File: config.mk
export PLATFORM = sky130hd
export DESIGN_NAME = dual_modulus_divider
export DESIGN_NICKNAME = d
export VERILOG_FILES = /design/src/rtl/dual_modulus_divider.sv
export SDC_FILE = /design/constraint.sdc
export NUM_CORES = 1
export LEC_CHECK = 0
export BUFFER_PORTS_ARGS = -buffer_cell sky130_fd_sc_hd__buf_2
export CORE_AREA = 2 2 39 41
export DETAILED_ROUTE_END_ITERATION = 8
export DIE_AREA = 0 0 41 43
export HOLD_SLACK_MARGIN = 0.08
export PLACE_DENSITY = 0.51
export SLEW_MARGIN = 5
export SYNTH_ARGS = -nofsm -noshare
export SYNTH_HDL_FRONTEND = slang
export SYNTH_SLANG_ARGS = --single-unit
File: constraint.sdc
create_clock -name clk -period 3.04 [get_ports clk]
set_clock_uncertainty 0.05 [all_clocks]
set_input_delay 0.152 -clock clk [delete_from_list [all_inputs] [get_ports clk]]
set_output_delay 0.152 -clock clk [all_outputs]
set_load 0.02 [all_outputs]
File: src/rtl/dual_modulus_divider.sv
module dual_modulus_divider #(
  parameter int P = 10,
  parameter int M = 1
) (
  input  logic clk,
  input  logic rst,
  input  logic pulse_i,
  input  logic mode_hi_i,
  output logic cycle_o
);
  localparam int HI = P + M;
  localparam int CW = $clog2(HI + 1);

  logic [CW-1:0] cnt;
  logic          hi_q;
  logic          strobe_q;
  logic [CW-1:0] cur_mod;
  logic          last;
  logic          boundary;

  assign cur_mod  = hi_q ? CW'(HI) : CW'(P);
  assign last     = (cnt == cur_mod - CW'(1));
  assign boundary = pulse_i && last;
  assign cycle_o  = strobe_q;

  always_ff @(posedge clk) begin
    if (rst) begin
      cnt      <= '0;
      hi_q     <= 1'b1;
      strobe_q <= 1'b0;
    end else begin
      strobe_q <= boundary;
      if (pulse_i) begin
        if (last) begin
          cnt  <= '0;
          hi_q <= mode_hi_i;
        end else begin
          cnt <= cnt + CW'(1);
        end
      end
    end
  end

  // count never reaches the active modulus
  p_count_bound_r2: assert property (@(posedge clk) disable iff (rst)
    cnt < cur_mod);

  // idle clocks leave the count alone
  p_idle_hold_r6: assert property (@(posedge clk) disable iff (rst)
    !pulse_i |=> $stable(cnt));

  // captured mode only moves on a boundary
  p_mode_hold_r4: assert property (@(posedge clk) disable iff (rst)
    !boundary |=> $stable(hi_q));

  // strobe follows each boundary
  p_strobe_after_r3: assert property (@(posedge clk) disable iff (rst)
    boundary |=> cycle_o);

  // strobe is one clock wide
  p_strobe_width_r3: assert property (@(posedge clk) disable iff (rst)
    cycle_o |=> !cycle_o);

  // reset state
  p_reset_state_r5: assert property (@(posedge clk)
    rst |=> (cnt == '0 && hi_q && !cycle_o));
endmodule

# After elaboration in Yosys (flattened, before gate mapping)
# Cells that the tools add are included.
dict set report word_totals {
  in_bits 4
  elab_cells 10
  register_bits 6
  out_inout_bits 1
}
dict set report classes {
  n_reduce_logical 2
  eq_ne 1
  addsub 2
  mux 2
}
# operator count
set op_table {}
lappend op_table {{adder 4 x 1 -> 4 bit (second input constant)} 1}
lappend op_table {{== test 4 bit} 1}
lappend op_table {{2-to-1 mux 4 bit} 1}
lappend op_table {{subtractor 4 x 1 -> 4 bit (second input constant)} 1}
lappend op_table {{AND reduction 2 bit} 1}
lappend op_table {{logical AND 1 bit} 1}
lappend op_table {{2-to-1 mux 1 bit} 1}

# Depth between registers and ports, before layout
# Gate-level depths: netlist (run 1).
dict set report depth {
  word_depth 4
  ltp_mapped 4
  mapped_depth_nobuf 4
}

# Worst setup path before layout (run 1)
# OpenSTA, ideal clock, no wires.
dict set report synth_path {
  kind {register to register}
  from {register cnt[0]}
  to {register cnt[3]}
  path_stages_with_launch 5
  setup_time_ns 0.133
  path_slack_ns 1.808
  path_buffers 1
  required_ns 2.857
  arrival_ns 1.049
  period_less_slack_ns 1.232
  path_cell_list {dfxtp_1 > buf_4 > or4bb_1 > nand3_1 > a211oi_1}
}
dict set report synth_between {
  elab_chain_len 2
}
# item line_no
set synth_rtl {}
lappend synth_rtl {{from (decl)} 14} ;# logic [CW-1:0] cnt;
lappend synth_rtl {{from (signal assigned)} 38} ;# cnt <= cnt + CW'(1);
lappend synth_rtl {{adder 4 x 1 -> 4 bit or == test 4 bit (tied branches)} {38, 22}}
lappend synth_rtl {{2-to-1 mux 4 bit *} 34} ;# if (last) begin
# Every way passes the cells marked *; elsewhere a longest branch is shown, timed or not.
# A chain may end at the register's enable or synchronous reset.

# Worst setup path in the final report (run 1)
dict set report layout_path {
  from {register cnt[0]}
  to {register strobe_q (netlist: cycle_o)}
}
dict set report layout_between {
  elab_chain_len 2
}
# item line_no
set layout_rtl {}
lappend layout_rtl {{== test 4 bit} 22} ;# assign last = (cnt == cur_mod - CW'(1));
lappend layout_rtl {{logical AND 1 bit} 23} ;# assign boundary = pulse_i && last;
lappend layout_rtl {{to (signal assigned)} 32} ;# strobe_q <= boundary;
lappend layout_rtl {{to (decl)} 16} ;# logic strobe_q;
# Every way passes these cells.

==> results of run 1 <==
## kinds of logic (layout without fill, tap and decap cells)
group	count (synthesis)	after routing	synth area share [%]
buffers and inverters	2	7	3.63
AO/OA/AOI/OAI	6	6	13.7
flip-flops	6	6	38.7
multiplexers	1	1	3.23
AND/OR/NAND/NOR	14	14	31.0
XOR/XNOR	2	2	5.65
adder cells (fa/ha/maj)	1	1	4.03
## per-stage QoR
step / cells / util (%) / cell area [um^2] / setup slack, ns
after floorplan: 32 / - / 310 / 1.81
after global placement: 50 / 24.5 / 339 / 1.73
after detailed placement: 50 / 24.5 / 339 / 1.72
after CTS: 53 / 26.1 / 362 / 1.70
after global routing: 53 / 26.1 / 362 / 1.67
final: 53 / 26.1 / 362 / 1.71
## where the power goes
| group | switching, mW | leakage [nW] | total, mW | internal (mW) |
|---|---|---|---|---|
| combinational | 0.00674 | 0.0720 | 0.0157 | 0.00894 |
| clock | 0.0260 | 0.0138 | 0.0704 | 0.0445 |
| sequential | 0.00645 | 0.0488 | 0.0884 | 0.0819 |
| total | 0.0391 | 0.135 | 0.174 | 0.135 |
## flip-flops by register name, summed over array words and instances (netlist names)
register,flops
cnt,4
cycle_o,1
hi_q,1
## final cells by class
cell class | instances | area [um^2]
fill | 150 | 1020
multi-input combinational | 24 | 179
sequential | 6 | 120
clock buffer | 3 | 22.5
timing repair buffer | 4 | 20.0
tap | 16 | 20.0
## cell usage after synthesis
master    number  share of area (%)
nand2_1        1                1.2
a211oi_1       1                2.4
o211ai_1       1                2.4
nand3b_1       3                7.3
or4b_1         1                3.2
xnor2_1        1                2.8
or3b_1         1                2.8
xor2_1         1                2.8
nor3_1         3                4.8
and2b_1        1                2.4
a21oi_1        1                1.6
nand4_1        1                2.0
nand3_1        1                1.6
clkbuf_1       1                1.2
ha_1           1                4.0
a21oi_2        1                2.8
dfxtp_1        6                 39
buf_4          1                2.4
a41oi_1        1                2.8
nand2b_1       1                2.0
or4bb_1        1                3.6
mux2i_1        1                3.2
o21ai_1        1                1.6
## layer usage
layer / vias up / global-route usage, %
met5: - / 0
met4: 0 / 8.00
met3: 0 / 1.57
met2: 4 / 10.9
met1: 116 / 7.67
li1: 132 / -
## worst max-delay path by stage
stage,to,slack (ns),start
floorplan,cnt[3],1.81,cnt[0]
global placement,cycle_o,1.73,cnt[0]
detailed placement,cycle_o,1.72,cnt[0]
CTS,cycle_o,1.70,cnt[0]
global route,cnt[1],1.67,cnt[0]
finish,cycle_o,1.71,cnt[0]
## critical path, cell delays in order, from the launching register on
cell and delay (ns):
dfxtp_1 0.48, or3b_1 0.39, a21oi_2 0.21, and2b_1 0.14
## cell usage in the layout (no fill, tap or decap)
| master | n |
|---|---|
| a21oi_1 | 1 |
| o21ai_1 | 1 |
| or3b_1 | 1 |
| dfxtp_1 | 6 |
| nand3b_1 | 3 |
| a211oi_1 | 1 |
| nand2b_1 | 1 |
| nand4_1 | 1 |
| a21oi_2 | 1 |
| nor3_1 | 3 |
| or4bb_1 | 1 |
| buf_2 | 4 |
| and2b_1 | 1 |
| or4b_1 | 1 |
| nand3_1 | 1 |
| mux2i_1 | 1 |
| a41oi_1 | 1 |
| o211ai_1 | 1 |
| xnor2_1 | 1 |
| xor2_1 | 1 |
| clkbuf_4 | 3 |
| nand2_1 | 1 |
| ha_1 | 1 |
==> metrics.txt, run 1 <==
CP Launch Type=register; clock root buffer=clkbuf_4; Design Power=0.174 mW; crit path kind=reg2reg; gr ovfl total=0; 1st-iter DRT viols=6; CTS Buffer Depth=2; CTS Buf Count=3; Final setup viols=0; area grow syn2layout=16.5%; I/O pin cnt=5; largest net degree at the start of global routing=11; Hold Startpoint=rst; Clock Latency Late Sink=0.24 ns; Chip Width=41 um; Slew HR=80.4%; yosys synthesis warning count=0; largest fanout on the critical path=10; final hold vios=0; antenna diode count=0; Seq/Total Area, Yosys=38.7%; layout cells sized above 1=21.6%; CTS Hold Bufs=0; Final Wtd Congestion=0.617; postcts setup bufs=0; routed len/inst=10.4 um; hold depth=2; DIE AREA=0.00176 mm^2; reg2reg start=cnt[0]; part of the cycle the worst path needs=43.8%; Top Layer Used=met3; Initial Util=22.4%; distinct cell type count after synthesis=23; Global Route Usage Sum=7.41%; Routed Antenna Nets=0; Final Hold Slack=0.112 ns; Residual DRC=0; vias in the first global route=230; run status=completed; first-pass GRT wire length=862 um; Pre-antenna DRT Iters=2; DR WL met2=269 um; Worst-path clk slew=0.04 ns; Critical Path RT=3.17 ns; RSZ-0062 raised after global routing=false; CTS Sinks=6; met3 wire len=13 um; syn_nets=37; Avg Cell Area, Syn=9.70 um^2; core area=0.00138 mm^2; nets=44; minimum clock period=1.33 ns; hold endpoint=cnt[3]; power per cell area=482 mW/mm^2; Least-Margin Pin Slew=0.293 ns; f_max=751 MHz; number of synthesized register bits=6; Max-cap violations=0; Die Height=43 um; mapped cell area=310 um^2; Max VDD drop=90.0 uV; DR vias/cell=4.75; Final Max Tran Viols=0; CTS resizes=0; r2r setup slk=1.71 ns; Critical Path End Type=register; leakage power=0.135 nW; Via Count=252; H-tree Lvls=1; Post-Route M1 WL=269 um; R2R depth=3; initial antenna violation count=0; Mapped Cells=32; row cnt=14; Post-Route Setup TNS=0 ns; hold crit path type=in2reg; CTS tree=built; IO Port Bufs=4; Crit path arrival time=1.46 ns; r2r endpoint=cycle_o; final wirelength=552 um
Power figures use the tool's default switching activity.
==> run 2: changes to the inputs <==
==> constraint.sdc (replaced) <==
create_clock -name clk -period 1.4 [get_ports clk]
set_clock_uncertainty 0.05 [all_clocks]
set_input_delay 0.07 -clock clk [delete_from_list [all_inputs] [get_ports clk]]
set_output_delay 0.07 -clock clk [all_outputs]
set_load 0.02 [all_outputs]
==> run 2 against run 1 <==
Compared with the run above: count of clock-buffer cells in the layout did not move; worst setup slack got worse by 1.6 ns; highest routed layer is now met4; sequential power rose by 120%; global-route usage rose by 1.4 points; combinational power rose to 2.9 times the previous value.
==> metrics.txt, run 2 (same netlist as run 1, synthesis figures left out) <==
number of fill cells=152 (was 150); Final Wtd Congestion=0.621 (was 0.617); CTS tree=built (unchanged); postcts setup bufs=0 (unchanged); I/O pin cnt=5 (unchanged); Critical Path RT=1.53 ns (was 3.17 ns); layout cells sized above 1=24.4% (was 21.6%); area grow syn2layout=29.0% (was 16.5%); first-pass GRT wire length=966 um (was 862 um); largest net degree at the start of global routing=11 (unchanged); Global Route Usage Sum=8.83% (was 7.41%); r2r setup slk=0.12 ns (was 1.71 ns); RSZ-0062 raised after global routing=false (unchanged); Crit path max-delay family=simple AND/OR/NAND/NOR gates (unchanged); Final setup viols=0 (unchanged); final hold vios=0 (unchanged); Largest Register=cnt (unchanged); Largest register FFs=4 (unchanged); Design Power=0.396 mW (was 0.174 mW); Pre-antenna DRT Iters=1 (was 2); gr ovfl total=0 (unchanged); Least-Margin Pin Slew=0.285 ns (was 0.293 ns); H-tree Lvls=1 (unchanged); Via Count=270 (was 252); met1 GRT Util=10.9% (was 7.67%); routed len/inst=10.0 um (was 10.4 um); antenna diode count=0 (unchanged); grt met2 use=10.3% (was 10.9%); IO Port Bufs=4 (unchanged); power per cell area=989 mW/mm^2 (was 482 mW/mm^2); run status=completed (unchanged); Initial Util=22.4% (unchanged); clock root buffer=clkbuf_4 (unchanged); Worst-path clk slew=0.05 ns (was 0.04 ns); Max VDD drop=224 uV (was 90.0 uV); vias in the first global route=233 (was 230); Post-Route Setup TNS=0 ns (unchanged); final wirelength=572 um (was 552 um); worst-path cell chain=or3b_1 > a21oi_2 > and2b_1 (unchanged); Chip Width=41 um (unchanged); Final Max Tran Viols=0 (unchanged); Crit path arrival time=1.41 ns (was 1.46 ns); CP bufs+invs=0 (unchanged); crit path kind=reg2reg (unchanged); Clock Latency Late Sink=0.25 ns (was 0.24 ns); row cnt=14 (unchanged); GRT Max-Usage Layer=met4 (was met2); Routed Antenna Nets=0 (unchanged); largest fanout on the critical path=10 (unchanged); Residual DRC=0 (unchanged); CP Launch Type=register (unchanged); DIE AREA=0.00176 mm^2 (unchanged); part of the cycle the worst path needs=91.1% (was 43.8%); Slew HR=81.0% (was 80.4%); most common cell after layout, fill and taps aside=dfxtp_1 (unchanged); CTS Sinks=6 (unchanged); CTS Buf Count=3 (unchanged); core area=0.00138 mm^2 (unchanged); most frequent cells in the layout=dfxtp_1 (5), buf_2 (4) (was dfxtp_1 (6), buf_2 (4), nand3b_1 (3), nor3_1 (3), clkbuf_4 (3)); nets=48 (was 44); Critical Path End Type=register (unchanged); minimum clock period=1.28 ns (was 1.33 ns); Detailed Place HPWL=425 um; met3 usage=1.57% (unchanged); CTS Buffer Depth=2 (unchanged); CP max stage cell=or3b_1 (was dfxtp_1); hold crit path type=reg2reg (was in2reg); Slowest Stage Delay on Critical Path=0.42 ns (was 0.48 ns); 1st-iter DRT viols=0 (was 6); DR vias/cell=4.74 (was 4.75); initial antenna violation count=0 (unchanged); Die Height=43 um (unchanged); Max-cap violations=0 (unchanged); f_max=784 MHz (was 751 MHz); leakage power=0.153 nW (was 0.135 nW)
## run 2: changes by cell type in the layout (fill, tap and decap cells not counted)
cell,previous run,this run
buf_4,0,1
dfxtp_1,6,5
dfxtp_2,0,1
dlygate4sd3_1,0,3
## run 2: final cells by class
type / count / area, um^2 / area share (%)
tap: 16 / 20.0 / 5.00
clock buffer: 3 / 22.5 / 5.62
multi-input combinational: 24 / 179 / 44.7
sequential: 6 / 121 / 30.3
timing repair buffer: 8 / 57.6 / 14.4
## run 2: final timing paths
kind / start / endpoint / depth (start not counted)
max: cnt[1] / cycle_o / 3
min: cnt[0] / hi_q / 2
max reg2reg: cnt[1] / cycle_o / 3
min reg2reg: cnt[0] / hi_q / 2
## run 2: layer usage
layer | up-vias | share of wire (%)
li1 | 141 | -
met1 | 123 | 45
met2 | 4 | 50
met3 | 2 | 2.3
met4 | 0 | 2.6
met5 | - | 0
## run 2: stage by stage
stage	hold slack [ns]	cells	setup WS [ns]	cell area [um^2]	utilization [%]
2_1_floorplan	0.0928	32	0.168	310	-
3_3_place_gp	0.268	51	0.124	347	25.0
3_5_place_dp	0.276	51	0.0974	347	25.0
4_1_cts	0.522	57	0.0808	399	28.8
5_1_grt	0.554	57	0.0302	400	28.9
6_report	0.513	57	0.124	400	28.9
## run 2: timing repair
action,CTS,global route
resized for setup,0,1
hold endpoints to repair,5,0
setup endpoints to repair,0,4
hold buffers,3,0
## run 2: where the power goes
group / internal (mW) / switching [mW] / total, mW
clock network: 0.0970 / 0.0624 / 0.159
registers: 0.178 / 0.0124 / 0.191
logic: 0.0283 / 0.0174 / 0.0457
## run 2: worst min-delay path: cells and delay by family (launching register included)
family / cells / cell delay (ns)
simple gates: 1 / 0.09
flops: 1 / 0.35
compound gates: 1 / 0.07
